===== src/rtl/crs_pkg.sv =====
package crs_pkg;

    typedef enum logic [4:0] {
        S_IDLE,
        S_CTL_RD,
        S_CTL_NOFILL,
        S_CFLUSH_A,
        S_EXT_RD,
        S_EXT_PGOFF,
        S_TFLUSH_A,
        S_DEF_RD,
        S_DEF_OFF,
        S_CFLUSH_B,
        S_CFG_WR,
        S_TFLUSH_B,
        S_DEF_BACK,
        S_CTL_RD2,
        S_CTL_FILL,
        S_EXT_BACK,
        S_FIN
    } crs_state_t;

    typedef enum logic [1:0] {
        SLOT_CTL = 2'd0,
        SLOT_EXT = 2'd1,
        SLOT_DEF = 2'd2
    } crs_slot_t;

    localparam int NSLOT = 3;

    // type fields of the default-type register: enables 11:10, default 7:0
    localparam logic [11:0] DEF_TYPE_FIELDS = 12'hCFF;

endpackage


===== src/rtl/crs_save_bank.sv =====
module crs_save_bank
    import crs_pkg::*;
#(
    parameter int DW = 32
) (
    input  logic                        clk,
    input  logic                        rst_n,
    input  logic                        cap_en,
    input  crs_slot_t                   cap_sel,
    input  logic [DW-1:0]               rdata,
    output logic [NSLOT-1:0][DW-1:0]    words
);

    logic [NSLOT-1:0][DW-1:0] slot_q;

    for (genvar g = 0; g < NSLOT; g++) begin : g_slot
        always_ff @(posedge clk) begin
            if (!rst_n) begin
                slot_q[g] <= '0;
            end else if (cap_en && (int'(cap_sel) == g)) begin
                slot_q[g] <= rdata;
            end
        end
    end

    assign words = slot_q;

endmodule


===== src/rtl/crs_cfg_index.sv =====
module crs_cfg_index #(
    parameter int NUM_WR = 4,
    localparam int IW = (NUM_WR > 1) ? $clog2(NUM_WR) : 1
) (
    input  logic          clk,
    input  logic          rst_n,
    input  logic          clr,
    input  logic          adv,
    output logic [IW-1:0] idx,
    output logic          last
);

    localparam logic [IW-1:0] LAST_IDX = IW'(NUM_WR - 1);

    logic [IW-1:0] idx_q;

    always_ff @(posedge clk) begin
        if (!rst_n) begin
            idx_q <= '0;
        end else if (clr) begin
            idx_q <= '0;
        end else if (adv && (idx_q != LAST_IDX)) begin
            idx_q <= idx_q + IW'(1);
        end
    end

    assign idx  = idx_q;
    assign last = (idx_q == LAST_IDX);

endmodule


===== src/rtl/crs_wdata_mux.sv =====
module crs_wdata_mux
    import crs_pkg::*;
#(
    parameter int DW      = 32,
    parameter int CD_BIT  = 30,
    parameter int NW_BIT  = 29,
    parameter int PGE_BIT = 7
) (
    input  crs_state_t                  state,
    input  logic [NSLOT-1:0][DW-1:0]    saved,
    input  logic [DW-1:0]               cfg_word,
    output logic [DW-1:0]               wdata
);

    localparam logic [DW-1:0] CD_M  = DW'(1) << CD_BIT;
    localparam logic [DW-1:0] NW_M  = DW'(1) << NW_BIT;
    localparam logic [DW-1:0] PGE_M = DW'(1) << PGE_BIT;
    localparam logic [DW-1:0] DEF_M = DW'(DEF_TYPE_FIELDS);

    logic [DW-1:0] ctl_w, ext_w, def_w;

    assign ctl_w = saved[SLOT_CTL];
    assign ext_w = saved[SLOT_EXT];
    assign def_w = saved[SLOT_DEF];

    always_comb begin
        wdata = '0;
        unique case (state)
            S_CTL_NOFILL: wdata = (ctl_w | CD_M) & ~NW_M;
            S_EXT_PGOFF:  wdata = ext_w & ~PGE_M;
            S_DEF_OFF:    wdata = def_w & ~DEF_M;
            S_CFG_WR:     wdata = cfg_word;
            S_DEF_BACK:   wdata = def_w;
            S_CTL_FILL:   wdata = ctl_w & ~CD_M;
            S_EXT_BACK:   wdata = ext_w;
            default:      wdata = '0;
        endcase
    end

endmodule


===== src/rtl/cache_reconfig_seq.sv =====
module cache_reconfig_seq
    import crs_pkg::*;
#(
    parameter int              AW       = 12,
    parameter int              DW       = 32,
    parameter int              NUM_WR   = 4,
    parameter logic [AW-1:0]   ADDR_CTL = 12'h000,
    parameter logic [AW-1:0]   ADDR_EXT = 12'h004,
    parameter logic [AW-1:0]   ADDR_DEF = 12'h2FF,
    parameter int              CD_BIT   = 30,
    parameter int              NW_BIT   = 29,
    parameter int              PGE_BIT  = 7
) (
    input  logic                         clk,
    input  logic                         rst_n,
    input  logic                         start_i,
    input  logic                         self_snoop_i,
    input  logic                         page_global_i,
    input  logic [NUM_WR-1:0][AW-1:0]    cfg_addr_i,
    input  logic [NUM_WR-1:0][DW-1:0]    cfg_data_i,
    output logic                         creg_req_o,
    output logic                         creg_we_o,
    output logic [AW-1:0]                creg_addr_o,
    output logic [DW-1:0]                creg_wdata_o,
    input  logic [DW-1:0]                creg_rdata_i,
    input  logic                         creg_done_i,
    output logic                         cflush_req_o,
    input  logic                         cflush_ack_i,
    output logic                         tflush_req_o,
    input  logic                         tflush_ack_i,
    output logic                         busy_o,
    output logic                         done_o
);

    localparam int IW = (NUM_WR > 1) ? $clog2(NUM_WR) : 1;

    crs_state_t state_q, state_d;
    logic       snoop_q, pg_q;
    logic [IW-1:0] idx;
    logic       idx_last;
    logic       cap_en;
    crs_slot_t  cap_sel;
    logic [NSLOT-1:0][DW-1:0] saved;

    // state register
    always_ff @(posedge clk) begin
        if (!rst_n) begin
            state_q <= S_IDLE;
        end else begin
            state_q <= state_d;
        end
    end

    // capabilities are frozen for the whole run
    always_ff @(posedge clk) begin
        if (!rst_n) begin
            snoop_q <= 1'b0;
            pg_q    <= 1'b0;
        end else if (state_q == S_IDLE && start_i) begin
            snoop_q <= self_snoop_i;
            pg_q    <= page_global_i;
        end
    end

    // next-state logic
    always_comb begin
        state_d = state_q;
        unique case (state_q)
            S_IDLE:       if (start_i)      state_d = S_CTL_RD;
            S_CTL_RD:     if (creg_done_i)  state_d = S_CTL_NOFILL;
            S_CTL_NOFILL: if (creg_done_i) begin
                              if (!snoop_q)  state_d = S_CFLUSH_A;
                              else if (pg_q) state_d = S_EXT_RD;
                              else           state_d = S_TFLUSH_A;
                          end
            S_CFLUSH_A:   if (cflush_ack_i) state_d = pg_q ? S_EXT_RD : S_TFLUSH_A;
            S_EXT_RD:     if (creg_done_i)  state_d = S_EXT_PGOFF;
            S_EXT_PGOFF:  if (creg_done_i)  state_d = S_TFLUSH_A;
            S_TFLUSH_A:   if (tflush_ack_i) state_d = S_DEF_RD;
            S_DEF_RD:     if (creg_done_i)  state_d = S_DEF_OFF;
            S_DEF_OFF:    if (creg_done_i)  state_d = snoop_q ? S_CFG_WR : S_CFLUSH_B;
            S_CFLUSH_B:   if (cflush_ack_i) state_d = S_CFG_WR;
            S_CFG_WR:     if (creg_done_i && idx_last) state_d = S_TFLUSH_B;
            S_TFLUSH_B:   if (tflush_ack_i) state_d = S_DEF_BACK;
            S_DEF_BACK:   if (creg_done_i)  state_d = S_CTL_RD2;
            S_CTL_RD2:    if (creg_done_i)  state_d = S_CTL_FILL;
            S_CTL_FILL:   if (creg_done_i)  state_d = pg_q ? S_EXT_BACK : S_FIN;
            S_EXT_BACK:   if (creg_done_i)  state_d = S_FIN;
            S_FIN:                          state_d = S_IDLE;
            default:                        state_d = S_IDLE;
        endcase
    end

    // outputs
    always_comb begin
        creg_req_o   = 1'b0;
        creg_we_o    = 1'b0;
        creg_addr_o  = '0;
        cflush_req_o = 1'b0;
        tflush_req_o = 1'b0;
        done_o       = 1'b0;
        cap_en       = 1'b0;
        cap_sel      = SLOT_CTL;
        unique case (state_q)
            S_CTL_RD, S_CTL_RD2: begin
                creg_req_o  = 1'b1;
                creg_addr_o = ADDR_CTL;
                cap_en      = creg_done_i;
                cap_sel     = SLOT_CTL;
            end
            S_CTL_NOFILL, S_CTL_FILL: begin
                creg_req_o  = 1'b1;
                creg_we_o   = 1'b1;
                creg_addr_o = ADDR_CTL;
            end
            S_EXT_RD: begin
                creg_req_o  = 1'b1;
                creg_addr_o = ADDR_EXT;
                cap_en      = creg_done_i;
                cap_sel     = SLOT_EXT;
            end
            S_EXT_PGOFF, S_EXT_BACK: begin
                creg_req_o  = 1'b1;
                creg_we_o   = 1'b1;
                creg_addr_o = ADDR_EXT;
            end
            S_DEF_RD: begin
                creg_req_o  = 1'b1;
                creg_addr_o = ADDR_DEF;
                cap_en      = creg_done_i;
                cap_sel     = SLOT_DEF;
            end
            S_DEF_OFF, S_DEF_BACK: begin
                creg_req_o  = 1'b1;
                creg_we_o   = 1'b1;
                creg_addr_o = ADDR_DEF;
            end
            S_CFG_WR: begin
                creg_req_o  = 1'b1;
                creg_we_o   = 1'b1;
                creg_addr_o = cfg_addr_i[idx];
            end
            S_CFLUSH_A, S_CFLUSH_B: cflush_req_o = 1'b1;
            S_TFLUSH_A, S_TFLUSH_B: tflush_req_o = 1'b1;
            S_FIN:                  done_o       = 1'b1;
            default: ;
        endcase
    end

    assign busy_o = (state_q != S_IDLE);

    crs_save_bank #(.DW(DW)) u_bank (
        .clk     (clk),
        .rst_n   (rst_n),
        .cap_en  (cap_en),
        .cap_sel (cap_sel),
        .rdata   (creg_rdata_i),
        .words   (saved)
    );

    crs_cfg_index #(.NUM_WR(NUM_WR)) u_idx (
        .clk   (clk),
        .rst_n (rst_n),
        .clr   (state_q == S_IDLE),
        .adv   ((state_q == S_CFG_WR) && creg_done_i),
        .idx   (idx),
        .last  (idx_last)
    );

    crs_wdata_mux #(
        .DW      (DW),
        .CD_BIT  (CD_BIT),
        .NW_BIT  (NW_BIT),
        .PGE_BIT (PGE_BIT)
    ) u_wmux (
        .state    (state_q),
        .saved    (saved),
        .cfg_word (cfg_data_i[idx]),
        .wdata    (creg_wdata_o)
    );

endmodule


===== config.mk =====
export PLATFORM = sky130hd
export DESIGN_NAME = cache_reconfig_seq
export DESIGN_NICKNAME = d
export VERILOG_FILES = /design/src/rtl/crs_pkg.sv /design/src/rtl/crs_save_bank.sv /design/src/rtl/crs_cfg_index.sv /design/src/rtl/crs_wdata_mux.sv /design/src/rtl/cache_reconfig_seq.sv
export SDC_FILE = /design/constraint.sdc
export NUM_CORES = 1
export LEC_CHECK = 0
export ABC_AREA = 1
export BUFFER_PORTS_ARGS = -buffer_cell sky130_fd_sc_hd__clkbuf_2
export CORE_UTILIZATION = 53
export DETAILED_ROUTE_END_ITERATION = 7
export GPL_TIMING_DRIVEN = 0
export HOLD_SLACK_MARGIN = 0.06
export PLACE_DENSITY = 0.86
export REMOVE_ABC_BUFFERS = 1
export SYNTH_ARGS = -nofsm -noshare
export SYNTH_HDL_FRONTEND = slang
export SYNTH_SLANG_ARGS = --single-unit

===== constraint.sdc =====
create_clock -name clk -period 4.4 [get_ports clk]
set_input_delay 0 -clock clk [delete_from_list [all_inputs] [get_ports clk]]
set_output_delay 0 -clock clk [all_outputs]
set_load 0.05 [all_outputs]

* Word level (Yosys, flattened, before mapping)
Cells that the tools add are included.
Operators by class: equality and inequality tests 36, add/subtract/negate cells 1, divide/modulo/power cells 0, reductions and logical operators 19, bitwise gates (word level) 1, multiplexer cells 34, order comparisons 1, shift-type cells 0, multipliers 0
Operator list (number):
- $pmux 32 s7 | 1
- $mux 5 | 17
- $pmux 5 s16 | 1
- $bmux 32 s2 | 1
- $eq 5x4->1 const B | 8
- $pmux 12 s3 | 1
- $ne 2x2->1 const B | 17
- $mux 32 | 1
- $bmux 12 s2 | 1
- $eq 5x3->1 const B | 4
- $reduce_and 16->1 | 1
- $mux 12 | 1
- $reduce_or 11->1 | 1
- $eq 5x2->1 const B | 2
- $logic_and 1x1->1 | 7
- $reduce_or 7->1 | 1
- $eq 2x2->1 const B | 3
- $mux 1 | 6
- $reduce_or 2->1 | 3
- $reduce_or 3->1 | 2
- $eq 5x1->1 const B | 1
- $eq 5x5->1 const B | 1
- $logic_not 5->1 | 1
- $reduce_bool 5->1 | 1
- other kinds (8) | 9
Storage, ports and cells: flip-flop bits (word level) 105, memory bits (writable) 0, memories kept 0, output and inout port bits 50, word-level logic and storage cells 99, bits in latches 0, bits in read-only memories 0

* Depth between registers and ports, before layout
Gate-level depths: netlist of run 1.
depth in word-level cells 4, gate-level depth with buffers 12

* Hierarchy
A second synthesis of run 1 with hierarchy kept.
Second synthesis, totals: cell total of the unflattened synthesis 1476, area total of the unflattened synthesis 8359.3 µm²
By module, submodules not included:
- crs_save_bank | instances 1, sequential area each 1921.8 µm², cells an instance 617, area an instance 4116.4 µm²
- cache_reconfig_seq | instances 1, sequential area each 140.1 µm², cells an instance 418, area an instance 2068.2 µm²
- crs_wdata_mux | instances 1, sequential area each 0.0 µm², cells an instance 424, area an instance 2064.5 µm²
- crs_cfg_index | instances 1, sequential area each 40.0 µm², cells an instance 17, area an instance 110.1 µm²

* Worst setup path before layout of run 1
No wires, ideal clock.
kind reg-to-output, start register u_idx.idx_q[0] (netlist: u_idx.idx[0]), end output port creg_wdata_o[0], slack 2350 ps, cell stages (with the launch flop) 8, arrival 2050 ps, path through dfxtp_1 clkbuf_1 clkbuf_1 buf_2 nor2_1 o22ai_1 nand2_1 a31oi_1
On the way: longest elaborated chain between the ends 3
RTL lines:
- start: declaration | RTL line crs_cfg_index.sv:15 | logic [IW-1:0] idx_q;
- start signal: assignment | RTL line crs_cfg_index.sv:23 | idx_q <= idx_q + IW'(1);
- $bmux 32 s2 | RTL line cache_reconfig_seq.sv:178 | .cfg_word (cfg_data_i[idx]),
- $mux 32 (implied by the code) | RTL line cache_reconfig_seq.sv:178
- $pmux 32 s7 | RTL line crs_wdata_mux.sv:28 | unique case (state)
- end: declaration | RTL line cache_reconfig_seq.sv:24 | output logic [DW-1:0] creg_wdata_o,
No other way between the ends. The select of a mux whose other input is x is not followed.

* Final worst setup path of run 1
start register u_idx.idx_q[1] (netlist: u_idx.idx[1]), end output port creg_wdata_o[17]
The elaborated chain is that of the path after synthesis.

==> flow_results.org, run 1 <==
** Pwr
- Combinational logic is responsible for 41.9% of the overall power.
- Switching power :: 1412 µW
- The share of total power dissipated in sequential elements is 34.9%.
- Internal power :: 1863 µW
- Part of the total power dissipated in the clock network :: 23.2%
- VDD sags by at most 0.0002231 V.
- Leakage power summed over all cells :: 0.003838 µW
- After layout, the design draws a total of 3275 µW.
- Switching share of power :: 43.12%
- For this design the ratio of total power to cell area is 393.9 mW/mm².

** Yosys
- Post-synth top area cell :: sky130_fd_sc_hd__dfxtp_1
- Share of synthesized area occupied by flip-flops and latches :: 32.25%
- For this run, the leading register cell type out of synthesis is sky130_fd_sc_hd__dfxtp_1.
- For this run, the number of Yosys warnings is 0.
- The most common cell in the synthesized netlist is sky130_fd_sc_hd__nand2_1.
- Each instance of the synthesized netlist takes up on average 6.166 µm².
- The mapped netlist covers 0.006456 mm².
- The synthesized design contains 0 enable-type register cells.
- After synthesis, the largest area contributor takes up 32.25% of total cell area.
- For this run, asynchronously set or reset flops after synthesis account for 0%.
- Top post-synthesis cells by count :: 224 x sky130_fd_sc_hd__nand2_1, 148 x sky130_fd_sc_hd__a21oi_1, 120 x sky130_fd_sc_hd__o21ai_0
- Leading cell types by total area after synthesis :: sky130_fd_sc_hd__dfxtp_1 32%, sky130_fd_sc_hd__nand2_1 13%, sky130_fd_sc_hd__a21oi_1 11%
- Number of synthesized register bits :: 104
- After technology mapping, the gate count stands at 1047.
- Yosys mapped the design onto 35 distinct sky130hd cell types.

** Detailed routing
- The first detailed-routing pass ran for 5 iterations.
- In this run the remaining antenna-violating nets after routing total 0.
- First DRT Iteration DRCs :: 551
- Dividing the detail-routed via count by the number of cells gives 5.582.
- Wire length after detailed routing :: 21.84 mm
- Remaining routing DRC violations :: 0
- Average wire per cell in the routed design :: 15.26 µm
- The routed layout has 7988 vias.

** Die
- Starting density of the core :: 55.36%
- The floorplan step set the die width to 112.4 µm.
- Core box area :: 0.01166 mm²
- Total Die Area :: 0.01263 mm²
- Die Span Y :: 112.4 µm
- For this design the top-level I/O count stands at 266.
- The floorplan has 39 rows.

** Clock tree
- Once the clock tree was built, the resizer swapped 0 gates to a different size.
- Counting every sink on the clock net gives 104.
- Clock transition at the registers of the reported paths :: 0.07 ns
- Number of buffers added by the clock tree synthesis step :: 9
- The later pin in the worst-skew pair is clocked with a latency of 0.35 ns.
- Level count of the clock H-tree :: 3
- No sink is reached through more buffers than the 2 on the longest clock path.
- Buffer cell driving the clock tree root :: sky130_fd_sc_hd__clkbuf_16
- TritonCTS built the clock tree.

** Layout
- For this run, the post-layout net count is 1501.
- Across the whole layout, storage elements account for 0.002086 mm².
- Layout Area Growth over Synthesis :: 28.76%
- Layout cell share with drive strength beyond 1 :: 23.52%
- Fill cells in the final layout number 1031.
- Number of antenna repair diodes :: 0
- In the final layout, the multi-input gates occupy 0.003615 mm².
- Non-Filler Cell Area, Final :: 0.008313 mm²

** STA
- Setup violations remaining at the end of the flow were counted as 0.
- Once routing completed, OpenROAD measured the worst setup slack at 0.6981 ns.
- F_max :: 0.2701 GHz
- Worst-margin pin slew :: 1.300 ns
- Pins over their slew limit :: 0
- Setup repair after global routing missed its margin :: no
- Across the routed clock network, the largest skew measured is 0.01070 ns.
- The final hold violation count came to 0.
- Clock period minus worst slack :: 3.702 ns
- Final clock period utilization by the worst path :: 84.13%
- Hold slack :: 0.06399 ns
- Slew headroom :: 13.31%

** Worst setup path
- In this design, the largest share of critical-path delay is due to buffers and inverters.
- Critical Path, Cell by Cell :: clkinv_2 > a21oi_1 > o21ai_0 > nand3_1 > nand4_1 > clkbuf_2
- Critical Path Max Stage Delay :: 1.10 ns
- Startpoint types :: flop
- The critical path contains buffers and inverters numbering 2 combined.
- The worst setup path is captured at an output pin.
- For this design, the slowest cell found on the critical path is sky130_fd_sc_hd__dfxtp_1.
- STA puts the critical path data required time at 4.40 ns.
- Of all nets on the critical path, the largest fanout is 61.
- Data arrival time at the worst-slack endpoint :: 3.70 ns
- Setup Crit Path Kind :: reg -> out

** Global routing
- The number of global-route vias before repair came to 7479.
- Global routing finished with a remaining overflow of 0.
- Global-route wire length before repair :: 35.12 mm
- The initial antenna violation count is 0.
- Total GRT Usage :: 34.74%
- Entering global routing, the biggest net connects 107 pins.

** Place
- Placed wire-length estimate :: 14.30 mm
- Last weighted congestion value of the routability-driven placer :: 0.9270
- At the placement stage, the worst setup path has a slack of 1.126 ns.
- Number of port buffers :: 265
- The placed instances occupy a cell area of 0.007689 mm².

** Run status
- Outcome :: finished, final reports clean

** Job
- Number of violations of the max-capacitance limit :: 0

** Hold path
- The path class of the tightest hold or removal check is in -> reg.
-- state kept, by name, indices dropped and copies added (netlist names) --
signal and flops:
state_q 5, u_idx.idx 2, snoop_q 1, u_bank.words 95, pg_q 1
-- metrics by stage --
stage	std cells	setup TNS, ns	util, %
after floorplan	969	-0.001410	-
after global placement	1377	-58.75	65.21
after detailed placement	1381	0	65.93
after CTS	1431	0	71.28
after global routing	1431	0	71.28
final	1431	0	71.28
-- repair_timing --
item                      4_1_cts  5_1_grt
hold endpoints to repair       96        0
setup buffers                   0        0
hold buffers                   35        0
-- cell usage in the layout (no fill, tap or decap), types with 2 or more instances in the layout --
| cell | instances |
|---|---|
| sky130_fd_sc_hd__a211oi_1 | 2 |
| sky130_fd_sc_hd__a21oi_1 | 148 |
| sky130_fd_sc_hd__a221o_1 | 12 |
| sky130_fd_sc_hd__a22oi_1 | 4 |
| sky130_fd_sc_hd__a31oi_1 | 9 |
| sky130_fd_sc_hd__buf_8 | 3 |
| sky130_fd_sc_hd__clkbuf_1 | 2 |
| sky130_fd_sc_hd__clkbuf_16 | 9 |
| sky130_fd_sc_hd__clkbuf_2 | 265 |
| sky130_fd_sc_hd__clkbuf_8 | 2 |
| sky130_fd_sc_hd__clkinv_2 | 2 |
| sky130_fd_sc_hd__dfxtp_1 | 103 |
| sky130_fd_sc_hd__dlygate4sd3_1 | 35 |
| sky130_fd_sc_hd__inv_1 | 104 |
| sky130_fd_sc_hd__inv_2 | 5 |
| sky130_fd_sc_hd__nand2_1 | 224 |
| sky130_fd_sc_hd__nand2_2 | 2 |
| sky130_fd_sc_hd__nand3_1 | 96 |
| sky130_fd_sc_hd__nand4_1 | 19 |
| sky130_fd_sc_hd__nor2_1 | 70 |
| sky130_fd_sc_hd__nor2_2 | 5 |
| sky130_fd_sc_hd__nor2_4 | 2 |
| sky130_fd_sc_hd__nor3_1 | 2 |
| sky130_fd_sc_hd__o21a_1 | 6 |
| sky130_fd_sc_hd__o21ai_0 | 119 |
| sky130_fd_sc_hd__o21ai_1 | 8 |
| sky130_fd_sc_hd__o21ai_2 | 2 |
| sky130_fd_sc_hd__o22ai_1 | 16 |
-- cells by family (layout without fill, tap and decap cells) --
kind of cell	Yosys count	after routing	share of synthesized area, %
buf+inv	189	430	11.98
fa+ha+maj	1	1	0.1938
simple gates	424	424	28.00
compound gates	329	329	27.58
flops	104	104	32.25
-- worst min-delay path, cell delays in order --
cell                       delay (ns)
sky130_fd_sc_hd__clkbuf_2        0.08
sky130_fd_sc_hd__inv_1           0.08
sky130_fd_sc_hd__nor2_1          0.05
sky130_fd_sc_hd__inv_1           0.09
sky130_fd_sc_hd__a21oi_1         0.07
-- final timing paths --
check | startpoint | end | slack, ns | depth (start not counted)
min reg2reg | u_bank.words[54]$_SDFFE_PN0P_ | u_bank.words[54]$_SDFFE_PN0P_ | 0.44 | 2
max | u_idx.idx[1]$_SDFFE_PP0P_ | creg_wdata_o[17] | 0.70 | 6
max reg2reg | state_q[4]$_SDFFE_PN0P_ | u_bank.words[94]$_SDFFE_PN0P_ | 1.01 | 6
min | start_i | pg_q$_SDFFE_PN0P_ | 0.06 | 5
-- per-layer routing --
| layer | routed length [µm] | part of all wire [%] | vias up | track usage [%] |
|---|---|---|---|---|
| li1 | - | - | 3975 | - |
| met1 | 8744 | 40 | 3561 | 40.63 |
| met2 | 10630 | 49 | 402 | 62.15 |
| met3 | 1797 | 8.2 | 50 | 5.508 |
| met4 | 670 | 3.1 | 0 | 16.36 |
| met5 | 0 | 0 | - | 0 |
-- final cells by class --
cell class / count / area share, %
Timing Repair Buffer: 304 / 20.95
Multi-Input combinational cell: 754 / 43.48
Sequential cell: 104 / 25.09
Clock inverter: 2 / 0.1656
Inverter: 111 / 5.027
Tap cell: 143 / 2.152
Clock buffer: 13 / 3.131
-- power by group through the flow --
stage,combinational (µW),clock (µW),sequential (µW)
after global placement,1280,0,1160
final,1370,760,1140
after floorplan,890,0,1140
after CTS,1360,764,1140
after detailed placement,1320,0,1160
after global routing,1490,805,1160
(Power assumes the default switching activity.)
==> inputs of run 2 (changes only) <==
Settings changed: ABC_AREA 1 to 0, CORE_UTILIZATION 53 to 48, PLACE_DENSITY 0.86 to 0.8.
Clock period 4.4 ns to 3.75 ns, I/O delays scaled along.
==> flow_results.org, run 2 <==
** Run status
- Outcome :: finished, final reports clean

** Worst setup path
- Kind of end point of the critical path :: output pin
- Startpoint types :: flop
- The worst register-to-register path begins at state_q[0]$_SDFFE_PN0P_.
- In this design, the largest share of critical-path delay is due to simple AND/OR/NAND/NOR gates.
- Crit Reg-Reg Endpoint :: u_bank.words[3]$_SDFFE_PN0P_
- Flop2flop setup slack :: 0.97 ns
- Origin of the worst setup path :: state_q[1]$_SDFFE_PN0P_
- Count of buffer and inverter cells on the critical path :: 1
- Data arrival time at the worst-slack endpoint :: 3.56 ns
- The most critical setup path has its endpoint at creg_wdata_o[8].
- Reg2reg path depth :: 5
- The signal on the critical path passes through xnor2_1 > and3_1 > nor2b_4 > a222oi_1 > nand2_1 > clkbuf_2.
- The largest single stage delay on the critical path is 1.07 ns.
- Slowest stage cell, crit path :: sky130_fd_sc_hd__dfxtp_1
- Setup Crit Path Kind :: reg -> out
- In this run the number of cells on the critical path is 6.
- For the worst setup path, the data required time is 3.75 ns.
- Of all nets on the critical path, the largest fanout is 32.

** Yosys
- Synthesis produced 735 cells.
- Counting flops with a built-in enable in the synthesized netlist gives 0.
- The share of the Yosys chip area taken by registers is 34.57%.
- Most frequently used flop master after synthesis :: sky130_fd_sc_hd__dfxtp_1
- Library cells used by synthesis :: 56
- Count of synthesis-stage warnings from yosys :: 0
- Most repeated cell in the gate-level netlist after synthesis :: sky130_fd_sc_hd__nand2_1
- In this run, synthesis produced a sequential element count of 104.
- Proportion of synthesized flip-flops having asynchronous set or reset :: 0%
- After synthesis, the most frequently instantiated cells are 268 x sky130_fd_sc_hd__nand2_1, 112 x sky130_fd_sc_hd__a21oi_1, 104 x sky130_fd_sc_hd__dfxtp_1.
- Leading cell types by total area after synthesis :: sky130_fd_sc_hd__dfxtp_1 35%, sky130_fd_sc_hd__nand2_1 17%, sky130_fd_sc_hd__mux4_2 16%
- After synthesis, the largest area contributor takes up 34.57% of total cell area.
- Dividing the synthesized area by the synthesized cell count gives 8.195 µm².
- Post-synth top area cell :: sky130_fd_sc_hd__dfxtp_1
- The cell area that synthesis handed to floorplanning was 0.006023 mm².

** Pwr
- Total power for the finished layout comes to 3462 µW.
- Peak supply drop :: 0.0002294 V
- Leakage power summed over all cells :: 0.003341 µW
- In this run the power density over the cells is 424.7 mW/mm².

** Global routing
- Via count of the first global-routing pass :: 6349
- Entering global routing, the biggest net connects 55 pins.
- Total GRT Usage :: 29.33%
- Global-route wire length before repair :: 29.90 mm
- The initial antenna violation count came to 0.
- Overflow left after global routing :: 0

** Die
- In this run the vertical extent of the chip is 114.0 µm.
- Number of cell rows :: 40
- Total Die Area :: 0.01300 mm²
- Core box area :: 0.01211 mm²
- Number of top-level pins :: 266
- In this run the horizontal extent of the chip is 114.0 µm.
- Starting density of the core :: 49.73%

** STA
- The worst pin sits at a relative slew slack of 20.07%.
- Final setup vio count :: 0
- Setup repair after global routing left no endpoint under its margin.
- Derived from the worst setup path, the maximum achievable clock frequency is 0.2812 GHz.
- Fin worst setup slack :: 0.1944 ns
- Clock period minus worst slack :: 3.556 ns
- The max-slew violation total from the final report came to 0.
- Worst-margin pin slew :: 1.191 ns
- Worst Clk Skew :: 0.01319 ns
- Final sum of negative setup slack :: 0 ns
- Final clock period utilization by the worst path :: 94.82%
- Final number of hold-violating endpoints :: 0

** Hold path
- Class of the tightest hold or removal check :: in -> reg

** Detailed routing
- Total number of vias :: 6558
- Remaining routing DRC violations :: 0
- Average wire per cell in the routed design :: 16.41 µm
- In the routed layout, each cell is associated on average with a via count of 5.620.
- The first TritonRoute pass finished after 6 iterations.
- First DRT Iteration DRCs :: 643
- Summed over all layers, the routed wires come to 19.15 mm.
- The count of nets left with antenna violations once routing finished came out at 0.

** Layout
- 0 antenna diodes ended up in the layout.
- Final Non-Filler Cells :: 1167
- Most frequent standard cell in the layout excluding fill and tap cells :: sky130_fd_sc_hd__nand2_1
- Compared with the post-synthesis result, the final layout area differs by 35.33%.
- Once layout is complete, the utilization of the core stands at 67.30%.
- In the final design database the tool counted 1211 nets.
- Number of flip-flops in the largest register :: 95
- Highest-count cells in the layout ignoring fill and taps :: 268 x sky130_fd_sc_hd__nand2_1, 265 x sky130_fd_sc_hd__clkbuf_2, 112 x sky130_fd_sc_hd__a21oi_1
- The post-route netlist has 36.04% of its cells at a drive strength greater than 1.

** Clock tree
- Number of clock sinks :: 104
- Buffer cell driving the clock tree root :: sky130_fd_sc_hd__clkbuf_16
- Number of buffers inserted to repair setup after CTS :: 0
- Buffers inserted during clock tree synthesis total 9.
- In this run the number of H-tree levels came out at 3.
- After clock tree synthesis, the clock-pin slew on the worst setup and hold paths is 0.06 ns.
- For the worst-skew pair, the clock arrives at the later sink with an insertion delay of 0.35 ns.
- TritonCTS built the clock tree.
- No sink is reached through more buffers than the 2 on the longest clock path.

** Place
- Placed Cells :: 1115
- Placed wire-length estimate :: 13.17 mm
- Last weighted congestion value of the routability-driven placer :: 0.8150
- DP Worst Slack :: 0.6393 ns
- During placement, the flow inserted port buffers numbering 265.

** Job
- Number of violations of the max-capacitance limit :: 0
## run 2: changes by cell type in the layout (fill, tap and decap cells not counted), sizes merged, moves of 42 or more
| cell | delta |
|---|---|
| mux4 | +44 |
| nand3 | -89 |
| inv | -103 |
| nand2 | +42 |
| nor2 | -61 |
| o21ai | -121 |
## run 2: metal layers
metal / global-route usage, % / vias up / share of wire [%]
met5: 0 / - / 0
met4: 13.77 / 0 / 2.5
met3: 3.613 / 39 / 6.5
met2: 53.62 / 312 / 52
met1: 33.99 / 3068 / 39
li1: - / 3139 / -
## run 2: what timing repair did
item                                   CTS  global route
hold buffers                            35             0
endpoints found under the hold margin  101             0
resized for setup                        0             0
## run 2: tightest hold or removal path, stage by stage
cell and delay (ns):
sky130_fd_sc_hd__clkbuf_2 0.10, sky130_fd_sc_hd__nand3_1 0.15, sky130_fd_sc_hd__mux2i_1 0.09, sky130_fd_sc_hd__nor2_1 0.07
## run 2: final cells by class
| cell class | count | area (µm²) |
|---|---|---|
| Clock buffer | 11 | 242.7 |
| Inverter | 5 | 21.27 |
| Clock inverter | 5 | 62.56 |
| Fill cell | 1074 | 3960 |
| Timing Repair Buffer | 313 | 1873 |
| Sequential cell | 104 | 2087 |
| Tap cell | 168 | 210.2 |
| Multi-Input combinational cell | 561 | 3655 |
## run 2: cells by family after synthesis
group                      count (synthesis)  share of synthesized area [%]
adders and majority gates                  1                         0.2077
and+or+nand+nor                          341                          24.70
buffers and inverters                     70                          5.359
DFF                                      104                          34.57
AOI/OAI and AO/OA                        169                          17.76
xor gates and xnor gates                   2                         0.2909
muxes                                     48                          17.12
## run 2: stage by stage
step	hold WS, ns	area [µm²]
after floorplan	0.1194	5719
after global placement	0.2377	7256
after detailed placement	0.2471	7468
after CTS	0.1036	8124
after global routing	0.1710	8152
final	0.1124	8152
## run 2: power by group
part / switching [µW] / internal, µW / total (µW)
combinational: 728 / 432 / 1160
sequential: 140 / 1210 / 1350
clock: 415 / 542 / 957
## run 2: worst min path at each step
stage                  start                       to  slack [ns]  cells past startpoint
6_report             start_i        pg_q$_SDFFE_PN0P_        0.11                      4
5_1_grt              start_i        pg_q$_SDFFE_PN0P_        0.17                      4
4_1_cts              start_i        pg_q$_SDFFE_PN0P_        0.10                      4
3_5_place_dp   page_global_i        pg_q$_SDFFE_PN0P_        0.25                      3
3_3_place_gp   page_global_i        pg_q$_SDFFE_PN0P_        0.24                      3
2_1_floorplan          rst_n  state_q[4]$_SDFFE_PN0P_        0.12                      2
==> inputs of run 3 (changes only) <==
Settings changed: CORE_MARGIN set to 2, GPL_TIMING_DRIVEN 0 to unset, MAX_ROUTING_LAYER set to met4.
==> flow_results.org, run 3 (synthesized netlist as in run 2, its figures left out) <==
** STA
- Final sum of negative setup slack :: 0 ns
- For this run, the top clock speed supported by timing is 0.3202 GHz.
- Setup repair after global routing left no endpoint under its margin.
- Across all hold checks on the routed design, the worst slack comes to 0.07855 ns.
- At the pin with the least slew margin, the transition time is 1.071 ns.
- Final setup vio count :: 0
- The smallest clock period supported by the final layout is computed as 3.123 ns.
- Worst Clk Skew :: 0.008644 ns
- Final number of hold-violating endpoints :: 0
- Fin worst setup slack :: 0.6274 ns
- The max-slew violation total from the final report is 0.
- Final clock period utilization by the worst path :: 83.27%
- Measured against its own limit, the worst slew margin works out to 28.15%.

** Layout
- Leaving out fill and tap cells, the most frequent cell in the layout is sky130_fd_sc_hd__nand2_1.
- End-of-flow core utilization :: 66.38%
- In the final layout, the share of cells above drive strength 1 is 35.90%.
- Highest-count cells in the layout ignoring fill and taps :: 268 x sky130_fd_sc_hd__nand2_1, 265 x sky130_fd_sc_hd__clkbuf_2, 112 x sky130_fd_sc_hd__a21oi_1
- At the end of the flow, the number of nets in the layout was 1212.
- Compared with the post-synthesis result, the final layout area differs by 33.49%.
- Number of flip-flops in the largest register :: 95
- The number of antenna diodes in the final layout is 0.

** Detailed routing
- Using the TritonRoute via totals, the vias-per-cell ratio works out to 5.720.
- The first TritonRoute pass finished after 6 iterations.
- Wire length after detailed routing :: 19.69 mm
- For this block, the initial DRC count from the detailed router was 637.
- Total number of vias :: 6681
- Final ANT Viol Nets :: 0
- After detailed routing, the number of remaining DRC violations is 0.
- After detailed routing, the average wire length per cell comes to 16.86 µm.

** Clock tree
- Number of clock sinks :: 104
- Buffer cell driving the clock tree root :: sky130_fd_sc_hd__clkbuf_16
- Clock-pin slew was measured on the worst setup and hold paths at 0.07 ns.
- The clock reaches the later pin of the worst-skew pair after 0.35 ns.
- Once the clock tree was built, the resizer swapped 0 gates to a different size.
- TritonCTS built the clock tree.
- Counting along the longest clock path gives a buffer depth of 2.
- Level count of the clock H-tree :: 3
- Number of buffers added by the clock tree synthesis step :: 9

** Worst setup path
- Startpoint types :: flop
- The critical path in this run is classified as reg -> out.
- At the worst endpoint, the required time is 3.75 ns.
- The number of buffers and inverters on the critical path is 1.
- The kind of cell with the highest combined delay along the critical path is simple AND/OR/NAND/NOR gates.
- At the worst endpoint, the arrival time is 3.12 ns.
- The worst setup path is captured at an output pin.
- Critical Path Max Stage Delay :: 0.89 ns
- Critical Path, Cell by Cell :: and3_1 > nor2b_4 > a222oi_1 > nand2_1 > clkbuf_2
- In this run the worst path has a maximum fanout of 26.
- Slowest stage cell, crit path :: sky130_fd_sc_hd__dfxtp_1

** Global routing
- Global Route met2 Usage :: 53.29%
- Via count of the first global-routing pass :: 6586
- GR Util met3 :: 4.759%
- Global-route wire length before repair :: 31.01 mm
- Maximum number of pins on one net before global-route repair :: 64
- Global routing used 29.96% of the available tracks across all layers.
- Initial antenna violation count :: 0
- Met1 Resource Use GR :: 34.45%
- Gr busiest metal :: met2
- After global routing the overflow that remains totals 0.

** Job
- Number of violations of the max-capacitance limit :: 0

** Die
- Number of top-level pins :: 266
- The die covers 0.01346 mm².
- Core box area :: 0.01211 mm²
- For this configuration, the core starts out at a cell density of 49.73%.
- The die is 116.0 µm tall.
- Width of the die :: 116.0 µm
- The initialized floorplan defines 40 standard-cell rows.

** Run status
- The flow ran to the end, and the final reports show no timing, DRC or antenna violations.

** Pwr
- Peak supply drop :: 0.0002988 V
- After layout, the design draws a total of 3378 µW.
- Summed over all cells, the static leakage comes to 0.003297 µW.
- Power per unit of standard cell area :: 420.1 mW/mm²

** Place
- OpenSTA, run right after detailed placement, puts the worst setup slack at 1.078 ns.
- Detailed placement ended at an HPWL of 13.94 mm.
- At the end of routability-driven placement, the weighted congestion stood at 0.9123.
- In this run the tool buffered the top-level ports with 265 buffer cells.

** Hold path
- The min-delay analysis places its worst path in the category in -> reg.
run 3: cell count changes in the layout (fill, tap and decap cells not counted), moves of 2 or more:
| cell | change |
|---|---|
| sky130_fd_sc_hd__buf_16 | -2 |
| sky130_fd_sc_hd__buf_4 | +11 |
| sky130_fd_sc_hd__buf_6 | -5 |
| sky130_fd_sc_hd__buf_8 | -2 |
run 3: timing repair:
action	CTS	global route
buffers inserted	0	0
hold endpoints to repair	102	0
hold buffers	35	0
run 3: cell type report:
cell class                      instances  area [µm²]
Timing Repair Buffer                  314        1794
Clock inverter                          6       52.55
Multi-Input combinational cell        561        3649
Clock buffer                           10       229.0
Inverter                                5       18.77
Sequential cell                       104        2087
Tap cell                              168       210.2
Fill cell                            1049        4071
run 3: worst paths after layout:
check,cells after the start,slack (ns),start,end
min reg2reg,2,0.46,u_bank.words[8]$_SDFFE_PN0P_,u_bank.words[8]$_SDFFE_PN0P_
max,5,0.63,state_q[0]$_SDFFE_PN0P_,creg_wdata_o[24]
max reg2reg,5,1.17,state_q[2]$_SDFFE_PN0P_,u_bank.words[57]$_SDFFE_PN0P_
min,4,0.08,start_i,pg_q$_SDFFE_PN0P_
run 3: report_power, final:
part	switching [µW]	internal (µW)
sequential	111	1210
combinational	743	415
clock	442	462
run 3: stage by stage:
step	instances	area (µm²)
after floorplan	670	5719
after global placement	1117	7408
after detailed placement	1117	7408
after CTS	1168	8040
after global routing	1168	8040
final	1168	8040
run 3: tightest hold or removal path, stage by stage:
cell	delay, ns
sky130_fd_sc_hd__clkbuf_2	0.10
sky130_fd_sc_hd__nand3_1	0.13
sky130_fd_sc_hd__mux2i_1	0.09
sky130_fd_sc_hd__nor2_1	0.07
run 3: metal layers:
metal	part of all wire [%]	routed length [µm]	up-vias
li1	-	-	3139
met4	2.0	391	0
met2	52	10210	376
met1	38	7439	3120
met5	0	0	-
met3	8.4	1652	46
